File: config.mk
export PLATFORM = sky130hd
export DESIGN_NAME = link_carrier_mon
export DESIGN_NICKNAME = d
export VERILOG_FILES = /design/src/rtl/lcm_pkg.sv /design/src/rtl/lcm_sync.sv /design/src/rtl/lcm_poll_timer.sv /design/src/rtl/lcm_debounce.sv /design/src/rtl/link_carrier_mon.sv
export SDC_FILE = /design/constraint.sdc
export NUM_CORES = 1
export LEC_CHECK = 0
export ABC_AREA = 1
export ABC_CLOCK_PERIOD_IN_PS = 2100
export BUFFER_PORTS_ARGS = -buffer_cell sky130_fd_sc_hd__buf_4
export CORE_MARGIN = 3
export CORE_UTILIZATION = 35
export DETAILED_ROUTE_END_ITERATION = 10
export PLACE_DENSITY = 0.53
export SLEW_MARGIN = 5
export SYNTH_ARGS = -nofsm -noshare
export SYNTH_HDL_FRONTEND = slang
export SYNTH_SLANG_ARGS = --single-unit
File: constraint.sdc
create_clock -name clk -period 2.1 [get_ports clk]
set_input_delay 0.105 -clock clk [delete_from_list [all_inputs] [get_ports clk]]
set_output_delay 0.105 -clock clk [all_outputs]
set_load 0.05 [all_outputs]
File: src/rtl/lcm_pkg.sv
package lcm_pkg;

    typedef enum logic [2:0] {
        LCM_IDLE   = 3'd0,
        LCM_PULSE  = 3'd1,
        LCM_SETTLE = 3'd2,
        LCM_HUNT   = 3'd3,
        LCM_LINKED = 3'd4
    } lcm_state_e;

endpackage

File: src/rtl/lcm_sync.sv
// Multi-flop synchronizer, one chain per input bit.
module lcm_sync #(
    parameter int WIDTH  = 2,
    parameter int STAGES = 2
) (
    input  logic             clk,
    input  logic             rst_n,
    input  logic [WIDTH-1:0] d,
    output logic [WIDTH-1:0] q
);

    logic [WIDTH-1:0] stage_q [STAGES];

    for (genvar s = 0; s < STAGES; s++) begin : g_stage
        if (s == 0) begin : g_first
            always_ff @(posedge clk) begin
                if (!rst_n) stage_q[0] <= '0;
                else        stage_q[0] <= d;
            end
        end else begin : g_next
            always_ff @(posedge clk) begin
                if (!rst_n) stage_q[s] <= '0;
                else        stage_q[s] <= stage_q[s-1];
            end
        end
    end

    assign q = stage_q[STAGES-1];

endmodule

File: src/rtl/lcm_poll_timer.sv
// Cycle counter that restarts at every reset pulse and saturates at the poll limit.
module lcm_poll_timer #(
    parameter int POLL_CYC = 1000,
    localparam int TW = $clog2(POLL_CYC + 1)
) (
    input  logic          clk,
    input  logic          rst_n,
    input  logic          restart,
    output logic [TW-1:0] count
);

    localparam logic [TW-1:0] L_LAST = TW'(POLL_CYC - 1);

    always_ff @(posedge clk) begin
        if (!rst_n)               count <= '0;
        else if (restart)         count <= '0;
        else if (count != L_LAST) count <= count + 1'b1;
    end

endmodule

File: src/rtl/lcm_debounce.sv
// Counts consecutive good samples while armed; qualifies on the UP_CNT-th one.
module lcm_debounce #(
    parameter int UP_CNT = 16,
    localparam int CW = $clog2(UP_CNT + 1)
) (
    input  logic clk,
    input  logic rst_n,
    input  logic arm,
    input  logic good,
    output logic qualified
);

    localparam logic [CW-1:0] L_TOP = CW'(UP_CNT - 1);

    logic [CW-1:0] run_q;

    always_ff @(posedge clk) begin
        if (!rst_n)              run_q <= '0;
        else if (!arm || !good)  run_q <= '0;
        else if (run_q != L_TOP) run_q <= run_q + 1'b1;
    end

    assign qualified = arm && good && (run_q == L_TOP);

    // qualification needs a good sample in the previous cycle as well
    // (a run of at least two), unless a single sample suffices.
    if (UP_CNT > 1) begin : g_chk
        p_run_needed_r7: assert property (@(posedge clk) disable iff (!rst_n)
            qualified |-> $past(good))
            else $error("p_run_needed_r7");
    end

endmodule

File: src/rtl/link_carrier_mon.sv
module link_carrier_mon
    import lcm_pkg::*;
#(
    parameter int POLL_CYC    = 1000000,
    parameter int RST_CYC     = 64,
    parameter int SETTLE_CYC  = 1000,
    parameter int UP_CNT      = 16,
    parameter int SYNC_STAGES = 2
) (
    input  logic clk,
    input  logic rst_n,
    input  logic enable,
    input  logic block_lock,
    input  logic rx_status,
    output logic carrier,
    output logic mac_rst,
    output logic link_up_evt,
    output logic link_down_evt
);

    localparam int TW = $clog2(POLL_CYC + 1);
    localparam int WW = $clog2(RST_CYC + 2);
    localparam int RW = $clog2(UP_CNT + 2);
    localparam logic [TW-1:0] L_PULSE_END  = TW'(RST_CYC - 1);
    localparam logic [TW-1:0] L_SETTLE_END = TW'(RST_CYC + SETTLE_CYC - 1);
    localparam logic [TW-1:0] L_POLL_END   = TW'(POLL_CYC - 1);

    lcm_state_e    st_q, st_nx;
    logic [1:0]    raw_in, sync_in;
    logic          good_s;
    logic          qual;
    logic          tmr_restart;
    logic [TW-1:0] tmr;

    // ---- input synchronization: R4 -------------------------------------
    assign raw_in = {block_lock, rx_status};

    lcm_sync #(.WIDTH(2), .STAGES(SYNC_STAGES)) u_sync (
        .clk   (clk),
        .rst_n (rst_n),
        .d     (raw_in),
        .q     (sync_in)
    );

    assign good_s = sync_in[1] & sync_in[0];

    // ---- poll timer ----------------------------------------------------
    assign tmr_restart = (st_nx == LCM_PULSE) && (st_q != LCM_PULSE);

    lcm_poll_timer #(.POLL_CYC(POLL_CYC)) u_timer (
        .clk     (clk),
        .rst_n   (rst_n),
        .restart (tmr_restart),
        .count   (tmr)
    );

    // ---- debounce --------------------------------------------------------
    lcm_debounce #(.UP_CNT(UP_CNT)) u_deb (
        .clk       (clk),
        .rst_n     (rst_n),
        .arm       (st_q == LCM_HUNT),
        .good      (good_s),
        .qualified (qual)
    );

    // ---- next state ------------------------------------------------------
    always_comb begin
        st_nx = st_q;
        unique case (st_q)
            LCM_IDLE:   if (enable) st_nx = LCM_PULSE;                // T_ENABLE
            LCM_PULSE:  if (tmr == L_PULSE_END) st_nx = LCM_SETTLE;   // T_PULSE_DONE
            LCM_SETTLE: if (tmr == L_SETTLE_END) st_nx = LCM_HUNT;    // T_SETTLED
            LCM_HUNT: begin
                if (qual)                     st_nx = LCM_LINKED;     // T_QUALIFIED
                else if (tmr >= L_POLL_END)   st_nx = LCM_PULSE;      // T_RETRY
            end
            LCM_LINKED: if (!good_s) st_nx = LCM_PULSE;               // T_LOST
            default:    st_nx = LCM_IDLE;
        endcase
        if (!enable) st_nx = LCM_IDLE;                                // T_DISABLE
    end

    // ---- state register --------------------------------------------------
    always_ff @(posedge clk) begin
        if (!rst_n) st_q <= LCM_IDLE;
        else        st_q <= st_nx;
    end

    // ---- registered outputs ----------------------------------------------
    always_ff @(posedge clk) begin
        if (!rst_n) begin
            carrier       <= 1'b0;
            mac_rst       <= 1'b0;
            link_up_evt   <= 1'b0;
            link_down_evt <= 1'b0;
        end else begin
            carrier       <= (st_nx == LCM_LINKED);
            mac_rst       <= (st_nx == LCM_PULSE);
            link_up_evt   <= (st_nx == LCM_LINKED) && (st_q != LCM_LINKED);
            link_down_evt <= (st_q == LCM_LINKED) && (st_nx != LCM_LINKED);
        end
    end

    // ---- checker state ---------------------------------------------------
    logic [WW-1:0] chk_width;
    logic [RW-1:0] chk_run;

    always_ff @(posedge clk) begin
        if (!rst_n) begin
            chk_width <= '0;
            chk_run   <= '0;
        end else begin
            chk_width <= mac_rst ? chk_width + 1'b1 : '0;
            if (!good_s)                     chk_run <= '0;
            else if (chk_run != RW'(UP_CNT)) chk_run <= chk_run + 1'b1;
        end
    end

    p_idle_when_off_r1: assert property (@(posedge clk) disable iff (!rst_n)
        !enable |=> !carrier && !mac_rst)
        else $error("p_idle_when_off_r1");

    p_start_pulse_r2: assert property (@(posedge clk) disable iff (!rst_n)
        $rose(enable) |=> mac_rst && !carrier)
        else $error("p_start_pulse_r2");

    p_pulse_width_r3: assert property (@(posedge clk) disable iff (!rst_n)
        ($fell(mac_rst) && enable) |-> (chk_width == WW'(RST_CYC)))
        else $error("p_pulse_width_r3");

    p_good_gate_r4: assert property (@(posedge clk) disable iff (!rst_n)
        $rose(carrier) |-> $past(good_s))
        else $error("p_good_gate_r4");

    p_debounce_run_r7: assert property (@(posedge clk) disable iff (!rst_n)
        $rose(carrier) |-> (chk_run >= RW'(UP_CNT)))
        else $error("p_debounce_run_r7");

    p_loss_drop_r8: assert property (@(posedge clk) disable iff (!rst_n)
        (carrier && enable && !good_s) |=> !carrier && mac_rst && link_down_evt)
        else $error("p_loss_drop_r8");

    p_up_strobe_r9: assert property (@(posedge clk) disable iff (!rst_n)
        link_up_evt |-> carrier && !$past(carrier))
        else $error("p_up_strobe_r9");

    p_down_strobe_r9: assert property (@(posedge clk) disable iff (!rst_n)
        link_down_evt |-> !carrier && $past(carrier))
        else $error("p_down_strobe_r9");

    p_rise_marked_r9: assert property (@(posedge clk) disable iff (!rst_n)
        $rose(carrier) |-> link_up_evt)
        else $error("p_rise_marked_r9");

    p_exclusive_r10: assert property (@(posedge clk) disable iff (!rst_n)
        $onehot0({carrier, mac_rst}))
        else $error("p_exclusive_r10");

endmodule

==> qor.yml, run 1 <==
status:
  outcome: "complete, no violations"
routing:
  wire_per_inst_um: 10.9
  dr.pass1.iters: 4
  avgViaCountPerCell: 4.56
  vias: 1678
  postRouteAntennaNets: 0
  dr.first_iter.drc_count: 35
  wirelength_um: 4000
  drc_errors: 0
sta:
  tightest_slew_ps: 585
  slew_headroom: 0.609
  tns_ps: 0
  finalCriticalPeriod_ps: 1900
  hold_slack_ps: 68.4
  finalHoldViolations: 0
  clock.fmax_mhz: 525
  fin_skew_ps: 7.75
  rsz0062_at_grt: "no"
  drv_slew: 0
  setup_viol: 0
  post-route-period-util: 0.906
synthesis:
  syn-cell-area_um2: 2050
  yosysSeqAreaShare: 0.352
  syn-num-nets: 286
  ys_ff_latch: 36
  ys_types: 30
  syn-instance-count: 278
  yosys_warnings: 0
  syn_area_per_cell_um2: 7.36
clocking:
  clockBufferDepth: 2
  htreeDepth: 2
  cts_tree: "built"
  cts_root_buf: "clkbuf_8"
  cts_sinks: 36
  cts-buffers-inserted: 5
  insertion_delay_ps: 290
  clk_pin_slew_worst_paths_ps: 70
critical_path:
  cp.required_ps: 2260
  crit_path_start_kind: "register"
  crit_fanout: 20
  reg2reg_slack_ps: 200
  crit_type: "reg2reg"
  crit_path_end_kind: "register"
  r2r-start: "u_deb.run_q[0]"
  startpoint: "u_deb.run_q[0]"
  critical_path_arrival_ps: 2060
die:
  dieArea_um2: 6800
  coreArea_um2: 5570
  die_y_um: 82.5
  dieWidth_um: 82.5
  ios: 9
  rows: 27
  floorplan.initialDensity: 0.367
place:
  routabilityCongestion: 0.773
  dp_hpwl_um: 3040
  io_buffers: 8
pwr:
  p_per_area_nw_per_um2: 592
  ir_drop_v: 0.000376
  cellLeakagePower_uw: 0.000953
grt:
  grt_pass1_vias: 1613
  grt_overflow: 0
  grt_max_degree: 21
  grt_usage: 0.134
  antenna_found_initial: 0
  grt_pass1_wl_um: 6960
min_path:
  min_from: "rst_n"
  hold_class: "in2reg"
finish:
  syn_to_final_growth_pct: 15.5
  drive_above_1_share: 0.206
  antennaDiodeCount: 0
  fin_nets: 303
run:
  cap_violations: 0
## logic make-up (layout without fill, tap and decap cells)
group | count (synthesis) | after routing | synth area share
adder cells (fa/ha/maj) | 3 | 3 | 0.0183
buffers and inverters | 57 | 75 | 0.112
AO/OA/AOI/OAI | 10 | 10 | 0.0257
flip-flops | 36 | 36 | 0.352
AND/OR/NAND/NOR | 156 | 156 | 0.423
XOR/XNOR | 16 | 16 | 0.0685
## where the power goes
part	internal [uW]	total, uW	switching (uW)
logic	36.4	97.0	60.6
clock network	351	606	255
registers	692	696	4.21
total	1080	1400	320
## critical path: stages, from the launching register on
cell     delay (ps)
dfxtp_1         330
ha_1            200
and3_1          180
ha_1            260
nand3_1         120
o21ai_0          90
nand2_1         110
nand3_2         120
nor2_4          120
buf_12          190
nor3_2           50
## placed cells by master, fill, tap and decap left out
cell type      synthesis  routed
nand3_2                5       5
a211oi_1               1       1
xnor2_1                4       4
nor3_1                 7       7
dlygate4sd3_1          0       2
nand4_1                4       4
nand3_1               19      19
buf_12                 0       2
dfxtp_1               36      36
nand3b_1               5       5
clkinvlp_4             0       1
nand4_2                1       1
a21oi_1                4       3
nand2_2                1       1
buf_4                  0      12
inv_2                  1       1
nor2_4                 2       2
clkinv_2               0       1
o21ai_0                5       5
xor2_1                12      12
nor2_2                 5       5
nand2_1               52      52
or2_2                  1       1
bufinv_16              0       1
or2_0                  1       1
nor3_2                22      22
clkinv_1               1       1
inv_1                 49      49
ha_1                   3       3
clkbuf_8               0       5
nor3b_1                1       1
and3_1                 1       1
a21oi_2                0       1
nor2_1                29      29
## path summary, 6_finish.rpt
path | to | cells past startpoint
worst min-delay path | u_sync.stage_q[1][1] | 3
worst min register to register | u_sync.stage_q[1][1] | 2
worst max register to register | u_timer.count[11] | 10
worst max-delay path | u_timer.count[11] | 10
## through the flow
step	total power [uW]	utilization	area (um2)	instances	setup slack [ps]
after global placement	806	0.397	2210	356	160
after CTS	1430	0.421	2340	366	93.8
after floorplan	777	-	2050	278	291
final	1400	0.424	2360	368	197
after global routing	1470	0.424	2360	368	26.3
after detailed placement	807	0.397	2210	356	103
## routing by layer
layer  global-route usage  vias to the layer above  part of all wire
met4               0.0598                        0             0.019
met1                0.164                      753              0.49
met2                0.218                       18              0.45
li1                     -                      900                 -
met5                    0                        -                 0
met3               0.0358                        7             0.035
## state kept, by name, indices dropped and copies added, names as in the netlist
| signal | count |
|---|---|
| link_up_evt | 1 |
| u_deb.run_q | 5 |
| st_q | 3 |
| u_sync.stage_q | 4 |
| mac_rst | 1 |
| u_timer.count | 20 |
| link_down_evt | 1 |
| carrier | 1 |
## cells in the mapped netlist (all sizes together)
cell type	n	area (um2)
nand3b	5	37.5
xnor2	4	35.0
xor2	12	105
clkinv	1	3.75
a211oi	1	7.51
ha	3	37.5
and3	1	6.26
nand3	24	145
nor3	29	255
inv	50	188
or2	2	12.5
nand4	5	37.5
nor2	36	163
dfxtp	36	721
clkbuf	2	7.51
nor3b	1	7.51
a21oi	4	20.0
buf	4	31.3
nand2	53	201
o21ai	5	25.0
## layout make-up
class	instances	area [um2]
Clock buffer	5	68.8
Timing Repair Buffer	16	150
Fill cell	584	3210
Multi-Input combinational cell	185	1100
Inverter	51	191
Tap cell	72	90.1
Clock inverter	3	42.5
Sequential cell	36	721
## repair_timing
| action | in CTS | in global routing |
|---|---|---|
| hold buffers | 2 | 0 |
| resized for setup | 0 | 1 |
| hold endpoints to repair | 2 | 0 |
| buffers inserted | 0 | 2 |
| endpoints found under the setup margin | 0 | 20 |
Power figures use the tool's default switching activity.
==> run 2, diff against run 1 <==
--- a/config.mk
+++ b/config.mk
@@ -15,4 +15,5 @@
 export SLEW_MARGIN = 5
 export SYNTH_ARGS = -nofsm -noshare
 export SYNTH_HDL_FRONTEND = slang
+export SYNTH_HIERARCHICAL = 1
 export SYNTH_SLANG_ARGS = --single-unit
==> run 2 against run 1 <==
Compared with the run above:
- largest power group unchanged
- hold slack worse by 59 ps
- utilization grew 2.2 points
- highest routed layer unchanged
- maximum frequency down 1.5%
- count of clock-buffer cells in the layout is the same
==> qor.yml, run 2 <==
critical_path:
  crit_chain: "ha_2, and3_4, ha_4, inv_2, nor2_4, nor2_2, inv_1, nand3_2, nand4_2, nor2_1, nor2_2, inv_2, clkbuf_16, a21oi_1"
  cp_slowest_cell: "dfxtp_2"
  crit_path_end_kind: "register"
  cpLargestDelayFamily: "simple AND/OR/NAND/NOR gates"
  cp.required_ps: 2330
  crit_path_start_kind: "register"
  crit_type: "reg2reg"
  r2r-start: "u_deb/run_q[1]"
  r2r_cells: 14
  cp_num_buf_inv: 4
  reg2reg_to: "u_timer/count[9]"
  crit_fanout: 7
  reg2reg_slack_ps: 170
  cpPeakStageDelay_ps: 340
  critical_path_arrival_ps: 2160
place:
  io_buffers: 8
  routabilityCongestion: 0.803
  dp_hpwl_um: 3690
synthesis:
  syn-num-nets: 327
  synth_edf_count: 0
  ys_types: 27
  synth_area_leaders: "dfxtp_1, nand2_1, inv_1"
  synth_commonest_cells: "nand2_1, inv_1, nor2_1"
  ys_ff_latch: 36
  syn_area_per_cell_um2: 6.33
  yosys_warnings: 6
  synth_top_area_share: 0.357
  syn-cell-area_um2: 2020
  synth_most_common_cell: "nand2_1"
  async_flop_share: 0
  syn-instance-count: 319
  synth_top_flop_cell: "dfxtp_1"
  yosysSeqAreaShare: 0.357
  synth_area_leader_cell: "dfxtp_1"
routing:
  dr.pass1.iters: 4
  postRouteAntennaNets: 0
  wirelength_um: 4920
  wire_per_inst_um: 11.7
  avgViaCountPerCell: 4.70
  drc_errors: 0
  vias: 1971
  dr.first_iter.drc_count: 100
clocking:
  cts-buffers-inserted: 5
  htreeDepth: 2
  cts_tree: "built"
  insertion_delay_ps: 290
  clockBufferDepth: 2
  clk_pin_slew_worst_paths_ps: 80
  cts_sinks: 36
  cts_root_buf: "clkbuf_8"
grt:
  grt_pass1_vias: 1747
  grt_overflow: 0
  antenna_found_initial: 0
  grt_usage: 0.159
  grt_max_degree: 16
  grt_pass1_wl_um: 8150
finish:
  nFillCells: 610
  syn_to_final_growth_pct: 22.4
  final_cell_mix: "nand2_1, inv_1, nor2_1, dfxtp_1, nand3_1"
  antennaDiodeCount: 0
  regArea_um2: 723
  regMostFlops: "u_timer/count"
  final_common_cell: "nand2_1"
  multi_input_area_um2: 1150
  drive_above_1_share: 0.196
  fin_nets: 354
  largest_register_ffs: 20
  reg_top3: "u_timer/count: 20 flops, u_deb/run_q: 5 flops, u_sync/stage_q: 4 flops"
min_path:
  hold-path-endpoint: "u_sync/stage_q[0][1]"
  min_path_cells: 3
  min_from: "block_lock"
  hold_class: "in2reg"
die:
  die_y_um: 82.0
  dieWidth_um: 82.0
  floorplan.initialDensity: 0.364
  rows: 27
  dieArea_um2: 6720
  coreArea_um2: 5540
  ios: 9
sta:
  post-route-period-util: 0.920
  clock.fmax_mhz: 518
  rsz0062_at_grt: "no"
  finalHoldViolations: 0
  tns_ps: 0
  finalCriticalPeriod_ps: 1930
  fin_skew_ps: 11.3
  slew_headroom: 0.760
  setup_viol: 0
  tightest_slew_ps: 358
  drv_slew: 0
  hold_slack_ps: 9.48
status:
  outcome: "complete, no violations"
pwr:
  ir_drop_v: 0.000361
  p_per_area_nw_per_um2: 564
  cellLeakagePower_uw: 0.000940
run:
  cap_violations: 0
run 2: repair_timing:
action                                 in CTS  in global routing
setup endpoints to repair                   0                 20
resized for setup                           0                 19
buffers inserted                            0                  0
hold buffers                                1                  0
endpoints found under the hold margin       1                  0
run 2: worst max path at each step:
stage	startpoint	to	cells after the start
floorplan	u_deb/run_q[0]	u_timer/count[18]	13
detailed placement	u_deb/run_q[0]	u_timer/count[13]	13
global placement	u_deb/run_q[1]	u_timer/count[17]	13
global route	u_deb/run_q[0]	u_timer/count[3]	13
finish	u_deb/run_q[1]	u_timer/count[9]	14
CTS	u_deb/run_q[0]	u_timer/count[13]	13
run 2: cells by family after synthesis:
kind of cell / count (synthesis) / synth area share
AND/OR/NAND/NOR: 188 / 0.423
buffers and inverters: 56 / 0.104
flip-flops: 36 / 0.357
AO/OA/AOI/OAI: 32 / 0.0805
XOR/XNOR: 4 / 0.0174
adder cells (fa/ha/maj): 3 / 0.0186
run 2: cell type report:
type / instances / share of cell area
Timing Repair Buffer: 21 / 0.0784
Clock inverter: 3 / 0.0172
Inverter: 55 / 0.0835
Multi-Input combinational cell: 227 / 0.464
Sequential cell: 36 / 0.293
Tap cell: 72 / 0.0364
Clock buffer: 5 / 0.0278
run 2: worst register-to-register path: stages, from the launching register on:
cell and delay (ps):
dfxtp_2 340, ha_2 170, and3_4 190, ha_4 140, inv_2 40, nor2_4 100
nor2_2 40, inv_1 60, nand3_2 90, nand4_2 110, nor2_1 60, nor2_2 160
inv_2 90, clkbuf_16 170, a21oi_1 100
run 2: per-stage QoR:
stage,total power (uW),std cells,instance area (um2),util,setup WS (ps)
2_1_floorplan,749,319,2020,-,2.63
3_3_place_gp,784,409,2260,0.409,170
3_5_place_dp,785,409,2260,0.409,114
4_1_cts,1400,418,2380,0.430,84.2
5_1_grt,1450,419,2470,0.446,9.97
6_report,1400,419,2470,0.446,168
run 2: power breakdown:
| group | switching (uW) | internal, uW | total, uW |
|---|---|---|---|
| Clock | 261 | 351 | 613 |
| Sequential | 5.90 | 691 | 697 |
| Combinational | 48.2 | 37.2 | 85.4 |
| Total | 315 | 1080 | 1400 |
run 2: layer usage:
metal	track usage	up-vias	wire [um]
met2	0.253	20	2280
met3	0.0329	7	113
met5	0	-	0
met1	0.216	893	2450
li1	-	1051	-
met4	0.0498	0	71
==> run 3, diff against run 2 <==
--- a/config.mk
+++ b/config.mk
@@ -9,9 +9,9 @@
 export ABC_CLOCK_PERIOD_IN_PS = 2100
 export BUFFER_PORTS_ARGS = -buffer_cell sky130_fd_sc_hd__buf_4
 export CORE_MARGIN = 3
-export CORE_UTILIZATION = 35
+export CORE_UTILIZATION = 55
 export DETAILED_ROUTE_END_ITERATION = 10
-export PLACE_DENSITY = 0.53
+export PLACE_DENSITY = 0.75
 export SLEW_MARGIN = 5
 export SYNTH_ARGS = -nofsm -noshare
 export SYNTH_HDL_FRONTEND = slang
==> run 3 against run 2 <==
Compared with the run above:
- routed wire length is 9.4% lower
- global-route usage is 6.7 points higher
- critical endpoint is now u_timer/count[18]
- first-iteration DRC count is 15% higher
- highest routed layer unchanged
- maximum frequency is 1.5% lower
- die area is 34% lower
- design area is 4.1% lower
- register-to-register slack worse by 30 ps
- flip-flop and latch count stayed put
- setup slack worse by 29 ps
- clock power is 20% lower
- critical path depth is 1 lower
- utilization is 24 points higher
==> qor.yml, run 3 (synthesis gave the netlist of run 2 again) <==
routing:
  postRouteAntennaNets: 0
  wire_per_inst_um: 11.4
  dr.pass1.iters: 5
  avgViaCountPerCell: 5.03
  dr.first_iter.drc_count: 115
  drc_errors: 0
  wirelength_um: 4460
  vias: 1963
sta:
  setup_viol: 0
  post-route-period-util: 0.934
  slew_headroom: 0.792
  clock.fmax_mhz: 510
  tightest_slew_ps: 310
  finalHoldViolations: 0
  finalCriticalPeriod_ps: 1960
  drv_slew: 0
  fin_skew_ps: 7.51
  hold_slack_ps: 39.5
  tns_ps: 0
grt:
  grt_pass1_vias: 1747
  grt_pass1_wl_um: 7680
  grt_overflow: 0
  grt_usage: 0.226
  grt_max_degree: 16
  antenna_found_initial: 0
critical_path:
  critical_path_arrival_ps: 2180
  cp_slowest_cell: "dfxtp_4"
  crit_fanout: 15
  path_depth: 13
  setup.worst_path.end: "u_timer/count[18]"
  reg2reg_to: "u_timer/count[18]"
  cpLargestDelayFamily: "simple AND/OR/NAND/NOR gates"
  crit_type: "reg2reg"
  reg2reg_slack_ps: 140
  cpPeakStageDelay_ps: 360
  cp_num_buf_inv: 3
  crit_path_end_kind: "register"
  crit_path_start_kind: "register"
  crit_chain: "ha_4, and3_4, ha_4, inv_1, nor2_2, nor2_2, nand4_1, nand4_2, nor2_2, nor2_2, inv_2, buf_12, a21oi_1"
  startpoint: "u_deb/run_q[1]"
  cp.required_ps: 2320
  cp_common_cell: "nor2_2"
  r2r_cells: 13
  r2r-start: "u_deb/run_q[1]"
finish:
  drive_above_1_share: 0.172
  syn_to_final_growth_pct: 17.3
  fin_nets: 351
  largest_register_ffs: 20
  antennaDiodeCount: 0
  final_util: 0.688
  nFillCells: 314
  regMostFlops: "u_timer/count"
  final_common_cell: "nand2_1"
  reg_top3: "u_timer/count: 20 flops, u_deb/run_q: 5 flops, u_sync/stage_q: 4 flops"
  final_cell_mix: "nand2_1, inv_1, nor2_1, dfxtp_1, nand3_1"
status:
  outcome: "complete, no violations"
clocking:
  cts-buffers-inserted: 5
  insertion_delay_ps: 290
  clk_pin_slew_worst_paths_ps: 80
  cts_tree: "built"
  clockBufferDepth: 2
  cts_sinks: 36
  cts_root_buf: "clkbuf_8"
  htreeDepth: 2
die:
  rows: 21
  coreArea_um2: 3440
  ios: 9
  dieArea_um2: 4430
  floorplan.initialDensity: 0.587
  dieWidth_um: 66.6
  die_y_um: 66.6
pwr:
  ir_drop_v: 0.000520
  cellLeakagePower_uw: 0.000910
  p_per_area_nw_per_um2: 532
place:
  io_buffers: 8
  dp_hpwl_um: 3210
  routabilityCongestion: 0.879
run:
  cap_violations: 0
min_path:
  hold_class: "in2reg"
==> run 3: cell types whose count changed in the layout (fill, tap and decap cells not counted), moves of 2 or more <==
cell and change:
buf_4 -3, a21oi_1 +5, a21oi_2 -5, nor2_2 +2
==> run 3: timing repair <==
action,4_1_cts,5_1_grt
hold buffers,2,0
gates resized for setup,0,15
endpoints found under the setup margin,0,20
setup buffers,0,1
hold endpoints to repair,2,0
==> run 3: routing by layer <==
| layer | part of all wire | global-route usage | vias to the layer above | wire length [um] |
|---|---|---|---|---|
| li1 | - | - | 1042 | - |
| met1 | 0.48 | 0.325 | 871 | 2150 |
| met2 | 0.45 | 0.319 | 43 | 2010 |
| met3 | 0.049 | 0.0573 | 7 | 220 |
| met4 | 0.016 | 0.0863 | 0 | 71 |
| met5 | 0 | 0 | - | 0 |
==> run 3: worst reg2reg max path, cell delays in order (launching register included) <==
cell and delay (ps):
dfxtp_4 360, ha_4 160, and3_4 180, ha_4 150, inv_1 80, nor2_2 50
nor2_2 100, nand4_1 150, nand4_2 130, nor2_2 50, nor2_2 160, inv_2 60
buf_12 150, a21oi_1 120
==> run 3: worst min-delay path by stage <==
stage	slack [ps]	endpoint	cells past startpoint	start
2_1_floorplan	200	u_sync/stage_q[0][0]	2	rst_n
3_3_place_gp	290	u_sync/stage_q[0][0]	3	rx_status
3_5_place_dp	290	u_sync/stage_q[0][0]	3	rx_status
4_1_cts	30	u_sync/stage_q[0][0]	3	rst_n
5_1_grt	40	u_sync/stage_q[0][0]	3	rst_n
6_report	40	u_sync/stage_q[0][0]	3	rst_n
==> run 3: area by class of cell <==
class,instances,area (um2),share of cell area
well taps,46,57.6,0.0243
multi-input cells,227,1140,0.479
inverters,55,206,0.0871
clock buffers,5,68.8,0.0290
clock inverters,3,18.8,0.00792
repair buffers,18,156,0.0660
flip-flops and latches,36,726,0.306
==> run 3: report_power, final <==
group | switching, uW | leakage (uW) | internal, uW | total, uW
registers | 5.65 | 0.000293 | 690 | 696
clock network | 259 | 0.0000479 | 231 | 490
logic | 42.3 | 0.000569 | 32.7 | 75.0
==> run 3: metrics by stage <==
| stage | setup WS, ps | area, um2 | total power, uW | instances |
|---|---|---|---|---|
| final | 139 | 2370 | 1260 | 390 |
| after global routing | -1.67 | 2370 | 1310 | 390 |
| after CTS | 25.4 | 2310 | 1270 | 389 |
| after detailed placement | 59.9 | 2200 | 780 | 379 |
| after global placement | 152 | 2200 | 778 | 379 |
| after floorplan | 2.63 | 2020 | 749 | 319 |
